File: src/rtl/can_err_pkg.sv
package can_err_pkg;

    parameter int CNT_W         = 8;
    parameter int TX_ERR_STEP   = 8;
    parameter int PASSIVE_LIM   = 128;
    parameter int RUN_LEN       = 11;
    parameter int RECOVERY_RUNS = 128;
    parameter int REG_W         = 32;

    typedef enum logic [1:0] {
        ERR_ACTIVE  = 2'd0,
        ERR_PASSIVE = 2'd1,
        ERR_BUSOFF  = 2'd2
    } err_state_e;

    typedef struct packed {
        logic tx_err;
        logic tx_ok;
        logic rx_err;
        logic rx_ok;
    } proto_evt_t;

    function automatic err_state_e classify(input logic busoff,
                                            input logic [CNT_W-1:0] t,
                                            input logic [CNT_W-1:0] r);
        if (busoff)
            return ERR_BUSOFF;
        else if (int'(t) >= PASSIVE_LIM || int'(r) >= PASSIVE_LIM)
            return ERR_PASSIVE;
        else
            return ERR_ACTIVE;
    endfunction

    function automatic logic [CNT_W-1:0] dec_floor(input logic [CNT_W-1:0] v);
        return (v == '0) ? v : v - 1'b1;
    endfunction

endpackage

File: src/rtl/can_tx_err_ctr.sv
module can_tx_err_ctr
    import can_err_pkg::*;
#(
    parameter int W    = CNT_W,
    parameter int STEP = TX_ERR_STEP
) (
    input  logic         clk,
    input  logic         rst,
    input  logic         clr,
    input  logic         freeze_zero,
    input  proto_evt_t   evt,
    output logic [W-1:0] cnt,
    output logic         would_ovf
);
    logic [W:0] sum;

    assign sum       = {1'b0, cnt} + (W+1)'(STEP);
    assign would_ovf = sum[W];

    always_ff @(posedge clk) begin
        if (rst || clr || freeze_zero)
            cnt <= '0;
        else if (evt.tx_err)
            cnt <= would_ovf ? '0 : sum[W-1:0];
        else if (evt.tx_ok)
            cnt <= dec_floor(cnt);
    end
endmodule

File: src/rtl/can_rx_err_ctr.sv
module can_rx_err_ctr
    import can_err_pkg::*;
#(
    parameter int W    = CNT_W,
    parameter int RUNS = RECOVERY_RUNS
) (
    input  logic         clk,
    input  logic         rst,
    input  logic         clr,
    input  logic         recovering,
    input  logic         run_done,
    input  proto_evt_t   evt,
    output logic [W-1:0] cnt,
    output logic         last_run
);
    localparam logic [W-1:0] LAST_IDX = W'(RUNS - 1);
    localparam logic [W-1:0] CNT_MAX  = {W{1'b1}};

    assign last_run = recovering && run_done && (cnt == LAST_IDX);

    always_ff @(posedge clk) begin
        if (rst || clr) begin
            cnt <= '0;
        end else if (recovering) begin
            if (run_done)
                cnt <= last_run ? '0 : cnt + 1'b1;
        end else if (evt.rx_err) begin
            if (cnt != CNT_MAX)
                cnt <= cnt + 1'b1;
        end else if (evt.rx_ok) begin
            cnt <= dec_floor(cnt);
        end
    end
endmodule

File: src/rtl/can_recessive_run.sv
module can_recessive_run
    import can_err_pkg::*;
#(
    parameter int LEN = RUN_LEN
) (
    input  logic clk,
    input  logic rst,
    input  logic en,
    input  logic bit_valid,
    input  logic bit_rec,
    output logic done
);
    localparam int RW = $clog2(LEN + 1);
    localparam logic [RW-1:0] LAST = RW'(LEN - 1);

    logic [RW-1:0] run;

    assign done = en && bit_valid && bit_rec && (run == LAST);

    always_ff @(posedge clk) begin
        if (rst || !en)
            run <= '0;
        else if (bit_valid) begin
            if (!bit_rec || done)
                run <= '0;
            else
                run <= run + 1'b1;
        end
    end
endmodule

File: src/rtl/can_err_counters.sv
module can_err_counters
    import can_err_pkg::*;
#(
    parameter int W    = CNT_W,
    parameter int DW   = REG_W,
    parameter int STEP = TX_ERR_STEP,
    parameter int LEN  = RUN_LEN,
    parameter int RUNS = RECOVERY_RUNS
) (
    input  logic          clk,
    input  logic          rst,
    input  logic          tx_err,
    input  logic          tx_ok,
    input  logic          rx_err,
    input  logic          rx_ok,
    input  logic          bit_valid,
    input  logic          bit_rec,
    input  logic          soft_rst,
    input  logic          ctrl_en,
    input  logic          snoop,
    input  logic          reg_wr,
    input  logic [DW-1:0] reg_wdata,
    output logic [DW-1:0] reg_rdata,
    output logic [W-1:0]  tec,
    output logic [W-1:0]  rec,
    output logic [1:0]    err_state
);
    proto_evt_t evt;
    logic       gate_clear;
    logic       busoff;
    logic       enter_bo;
    logic       tx_ovf;
    logic       run_done;
    logic       last_run;
    logic       recovering;
    logic       unused_wr;

    assign evt        = '{tx_err: tx_err, tx_ok: tx_ok, rx_err: rx_err, rx_ok: rx_ok};
    assign gate_clear = soft_rst || !ctrl_en || snoop;
    assign recovering = busoff && !gate_clear;
    assign enter_bo   = !busoff && tx_err && tx_ovf;
    assign unused_wr  = ^{reg_wr, reg_wdata};

    can_tx_err_ctr #(.W(W), .STEP(STEP)) u_tx (
        .clk        (clk),
        .rst        (rst),
        .clr        (gate_clear),
        .freeze_zero(busoff),
        .evt        (evt),
        .cnt        (tec),
        .would_ovf  (tx_ovf)
    );

    can_rx_err_ctr #(.W(W), .RUNS(RUNS)) u_rx (
        .clk       (clk),
        .rst       (rst),
        .clr       (gate_clear || enter_bo),
        .recovering(recovering),
        .run_done  (run_done),
        .evt       (evt),
        .cnt       (rec),
        .last_run  (last_run)
    );

    can_recessive_run #(.LEN(LEN)) u_run (
        .clk      (clk),
        .rst      (rst),
        .en       (recovering),
        .bit_valid(bit_valid),
        .bit_rec  (bit_rec),
        .done     (run_done)
    );

    always_ff @(posedge clk) begin
        if (rst || gate_clear)
            busoff <= 1'b0;
        else if (enter_bo)
            busoff <= 1'b1;
        else if (last_run)
            busoff <= 1'b0;
    end

    assign err_state = classify(busoff, tec, rec);

    generate
        if (DW > 2*W) begin : g_pad
            assign reg_rdata = snoop ? '0 : {{(DW-2*W){1'b0}}, rec, tec};
        end else begin : g_nopad
            assign reg_rdata = snoop ? '0 : DW'({rec, tec});
        end
    endgenerate
endmodule

File: config.mk
export PLATFORM = sky130hd
export DESIGN_NAME = can_err_counters
export DESIGN_NICKNAME = d
export VERILOG_FILES = /design/src/rtl/can_err_pkg.sv /design/src/rtl/can_tx_err_ctr.sv /design/src/rtl/can_rx_err_ctr.sv /design/src/rtl/can_recessive_run.sv /design/src/rtl/can_err_counters.sv
export SDC_FILE = /design/constraint.sdc
export NUM_CORES = 1
export LEC_CHECK = 0
export BUFFER_PORTS_ARGS = -buffer_cell sky130_fd_sc_hd__buf_2
export CAP_MARGIN = 15
export CORE_ASPECT_RATIO = 1.4
export CORE_UTILIZATION = 45
export DETAILED_ROUTE_END_ITERATION = 10
export GPL_TIMING_DRIVEN = 1
export PLACE_DENSITY = 0.81
export SKIP_LAST_GASP = 1
export SYNTH_ARGS = -nofsm -noshare
export SYNTH_HDL_FRONTEND = slang
export SYNTH_SLANG_ARGS = --single-unit
export TNS_END_PERCENT = 10
File: constraint.sdc
create_clock -name clk -period 1.9 [get_ports clk]
set_input_delay 0.285 -clock clk [delete_from_list [all_inputs] [get_ports clk]]
set_output_delay 0.285 -clock clk [all_outputs]
set_load 0.005 [all_outputs]
==> summary.txt <==
Die
  • Die Span X: roughly 54 um
  • Initial Util: 0.471
  • # rows: 26
  • Die area: a little over 0.004 sq mm
  • Placeable core area: about 0.0037 sq mm
  • Die Span Y: roughly 75 um
  • IO Pins: 94

Power and ir drop
  • Clock Power Share: 0.343
  • Cell Int Power: between 600 and 700 uW
  • Power Density: 422 mW/mm^2
  • P_leak: around 0.95 nW
  • NetSw: 235 uW
  • Sequential power share: 0.508
  • Peak supply drop: between 0.2 and 0.3 mV
  • Switch share: 0.267
  • Comb power frac: 0.149

Placed design
  • Setup WS pre-CTS: 0.0317 ns
  • Placed inst area: 0.00201 sq mm
  • # port buffers: 44
  • DP Wirelength: 3.35 mm
  • GP Congestion: between 0.9 and 1

Timing
  • Unrepaired setup endpoints after global routing: yes
  • Worst-Margin Slew: between 0.5 and 0.6 ns
  • Tmin final: roughly 1.9 ns
  • # setup viols final: 0
  • Clock Skew: approximately 0.013 ns
  • Fmax: about 530 MHz
  • Worst hold slack: between 0.3 and 0.4 ns
  • Final Cycle Share: 0.992
  • Final WS setup: roughly 0.015 ns
  • Max Slew Vio Count: 0
  • Final hold violations: 0
  • Slew HR: 0.625

Worst setup path
  • CP peak stage delay: approximately 0.55 ns
  • Crit path max fanout: 3
  • Reg2Reg Setup Slack: approximately 0.015 ns
  • Slowest library cell on the worst path: or4_1
  • Worst Path Required: 2.05 ns
  • Worst Setup EP: u_rx.cnt[7]$_SDFFE_PP0P_
  • Crit path cell chain: nand3_1 -> or4_1 -> and3_1 -> o31a_1 -> o21a_1
  • Reg2Reg Depth: 5
  • Crit. End Element: flop
  • Startpoint types: flop
  • Worst R2R Start: u_rx.cnt[5]$_SDFFE_PP0P_
  • FF-to-FF End: u_rx.cnt[7]$_SDFFE_PP0P_
  • Crit. Startpoint: u_rx.cnt[5]$_SDFFE_PP0P_
  • WS Path Type: reg -> reg
  • CP Data Arrival Time: ~2.0 ns

Drt
  • DRC viols: 0
  • Vias: ~1.8k
  • Pre-Repair DR Iteration Count: 4
  • Wire per inst: between 10 and 15 um
  • Initial DRC count: between 50 and 60
  • Post-DRT Antenna Nets: 0
  • Routed WL: approximately 4.5 mm
  • Post-DR vias/cell: 5.45

Status
  • Status: finished clean

Synth
  • Synthesized area: between 0.0015 and 0.002 sq mm
  • Largest family of logic cells by synthesized area: simple AND/OR/NAND/NOR gates
  • Multiplexer share of the synthesized area: 0.0289
  • FF+latch count, synth: 21
  • Main synth FF type: dfxtp_1
  • Syn_area_per_cell: around 7.5 sq um
  • Number of flops mapped to enable cells by yosys: 0
  • Sequential share of the synthesized area: 0.243
  • Ys Warns: 0
  • Post-Synth Simple-Gate Area: 0.316
  • Compound-cell area share of the yosys netlist: 0.166
  • Adder-Cell Fraction of Synth Area: 0.0650
  • Yosys cell types: 51
  • Ys async rst share: 0
  • Synth Area in XOR/XNOR: 0.0354
  • Cells after Synth: 231

Clock network
  • Clock buffer count from CTS: 3
  • CTS tree: yes
  • Reg clk slew, reported paths: ~0.090 ns
  • Latest clock arrival within the worst-skew pair: approximately 0.27 ns
  • Post-CTS setup buffers: 0
  • Clock root cell: clkbuf_8
  • Cts hold-fix bufs: 0
  • # H-tree levels: 1
  • Sink Count: 21
  • CTS max path bufs: 2

Hold path
  • Hold Path Class: in -> reg
  • Hold depth: 2

Global routing
  • First-pass GRT wire length: 6.99 mm
  • Pin count of the biggest net entering global routing: 13
  • Antenna violations before repair: 0
  • Gr ovfl total: 0
  • Vias in the first global route: 1620
  • Total GRT Usage: 0.229

Final layout
  • Layout cells sized above 1: 0.300
  • Area Overhead vs Synth: 20.6%
  • Final #Nets: around 340
  • Post-route cell area: ~0.0021 sq mm
  • Antenna cells: 0
  • Final core utilization: 0.568

Run
  • # Max-Cap Violations: 0
-- layout by cell type, fill, tap and decap left out, drive strengths merged, types with 4 or more instances in the layout --
| cell | count |
|---|---|
| conb | 16 |
| mux2i | 5 |
| a21oi | 9 |
| buf | 63 |
| a31oi | 5 |
| nand3b | 4 |
| nor2 | 25 |
| dfxtp | 21 |
| nand3 | 11 |
| inv | 15 |
| nor4 | 5 |
| o21ai | 7 |
| ha | 9 |
| xnor2 | 4 |
| nand2 | 21 |
| nor3 | 6 |
| a211oi | 4 |
| nor2b | 10 |
-- through the flow --
| stage | total power [mW] | setup TNS [ns] | instances |
|---|---|---|---|
| floorplan | 0.565 | 0 | 246 |
| detailed placement | 0.586 | 0 | 321 |
| global placement | 0.584 | 0 | 321 |
| finish | 0.880 | 0 | 325 |
| CTS | 0.887 | 0 | 325 |
| global route | 0.924 | -0.0594 | 325 |
-- state kept, by name, summed over array words and instances (netlist names) --
signal	count
u_tx.cnt	8
busoff	1
u_rx.cnt	8
u_run.run	4
-- power by group through the flow --
stage / clock (mW) / combinational (mW) / sequential (mW)
finish: 0.302 / 0.131 / 0.448
floorplan: 0 / 0.108 / 0.457
global route: 0.330 / 0.146 / 0.448
detailed placement: 0 / 0.128 / 0.457
global placement: 0 / 0.127 / 0.457
CTS: 0.311 / 0.129 / 0.447
-- cells by family after synthesis --
family / count (synthesis)
XOR/XNOR: 7
AO/OA/AOI/OAI: 42
buffers and inverters: 45
other: 1
adder cells (fa/ha/maj): 9
multiplexers: 5
flip-flops: 21
AND/OR/NAND/NOR: 101
-- Yosys cell counts, types with 2 or more instances --
library cell / count / share of area
a211oi_1: 4 / 0.017
a21oi_1: 9 / 0.026
a311oi_1: 2 / 0.010
a31oi_1: 4 / 0.014
and3_1: 2 / 0.0072
buf_2: 4 / 0.012
buf_4: 18 / 0.078
clkbuf_1: 7 / 0.015
dfxtp_1: 21 / 0.24
ha_1: 9 / 0.065
inv_1: 15 / 0.033
mux2i_1: 5 / 0.029
nand2_1: 21 / 0.046
nand3_1: 11 / 0.032
nand3b_1: 4 / 0.017
nand4_1: 2 / 0.0072
nand4b_1: 2 / 0.010
nor2_1: 24 / 0.052
nor2b_1: 10 / 0.036
nor3_1: 6 / 0.017
nor3b_1: 2 / 0.0087
nor4_1: 5 / 0.018
o211ai_1: 3 / 0.013
o21ai_0: 5 / 0.014
o21ai_1: 2 / 0.0058
o32ai_1: 2 / 0.010
or2_2: 2 / 0.0072
or4_1: 2 / 0.0087
xnor2_1: 4 / 0.020
xor2_1: 3 / 0.015
-- per-layer routing --
metal  GRT usage  share of wire
met1       0.262           0.42
met5           0              0
met4       0.108          0.020
met2       0.402           0.52
met3      0.0339          0.046
-- timing repair --
action                     CTS  global route
setup endpoints to repair    2             8
pin swaps                    0             0
gates resized for setup      1            10
cloned                       0             0
-- worst max-delay path: cells and delay by family, from the launching register on --
family,cells,cell delay (ns)
compound gates,2,0.46
flops,1,0.38
simple gates,3,0.93
-- layout make-up --
type	count	area, sq um
well taps	42	52.6
repair buffers	63	363
fillers	381	1590
clock inverters	1	5.00
clock buffers	3	41.3
flip-flops and latches	21	427
multi-input cells	180	1140
inverters	15	56.3
-- how the worst min path moves through the flow --
stage / from / slack, ns / end
after global placement: u_run.run[1]$_SDFFE_PP0P_ / 0.50 / u_run.run[1]$_SDFFE_PP0P_
after CTS: bit_valid / 0.30 / u_run.run[1]$_SDFFE_PP0P_
final: bit_valid / 0.30 / u_run.run[1]$_SDFFE_PP0P_
after global routing: bit_valid / 0.33 / u_run.run[1]$_SDFFE_PP0P_
after detailed placement: u_run.run[1]$_SDFFE_PP0P_ / 0.51 / u_run.run[1]$_SDFFE_PP0P_
after floorplan: rst / 0.49 / busoff$_SDFFE_PP0P_
No activity file was read; power rests on OpenSTA's default activity.
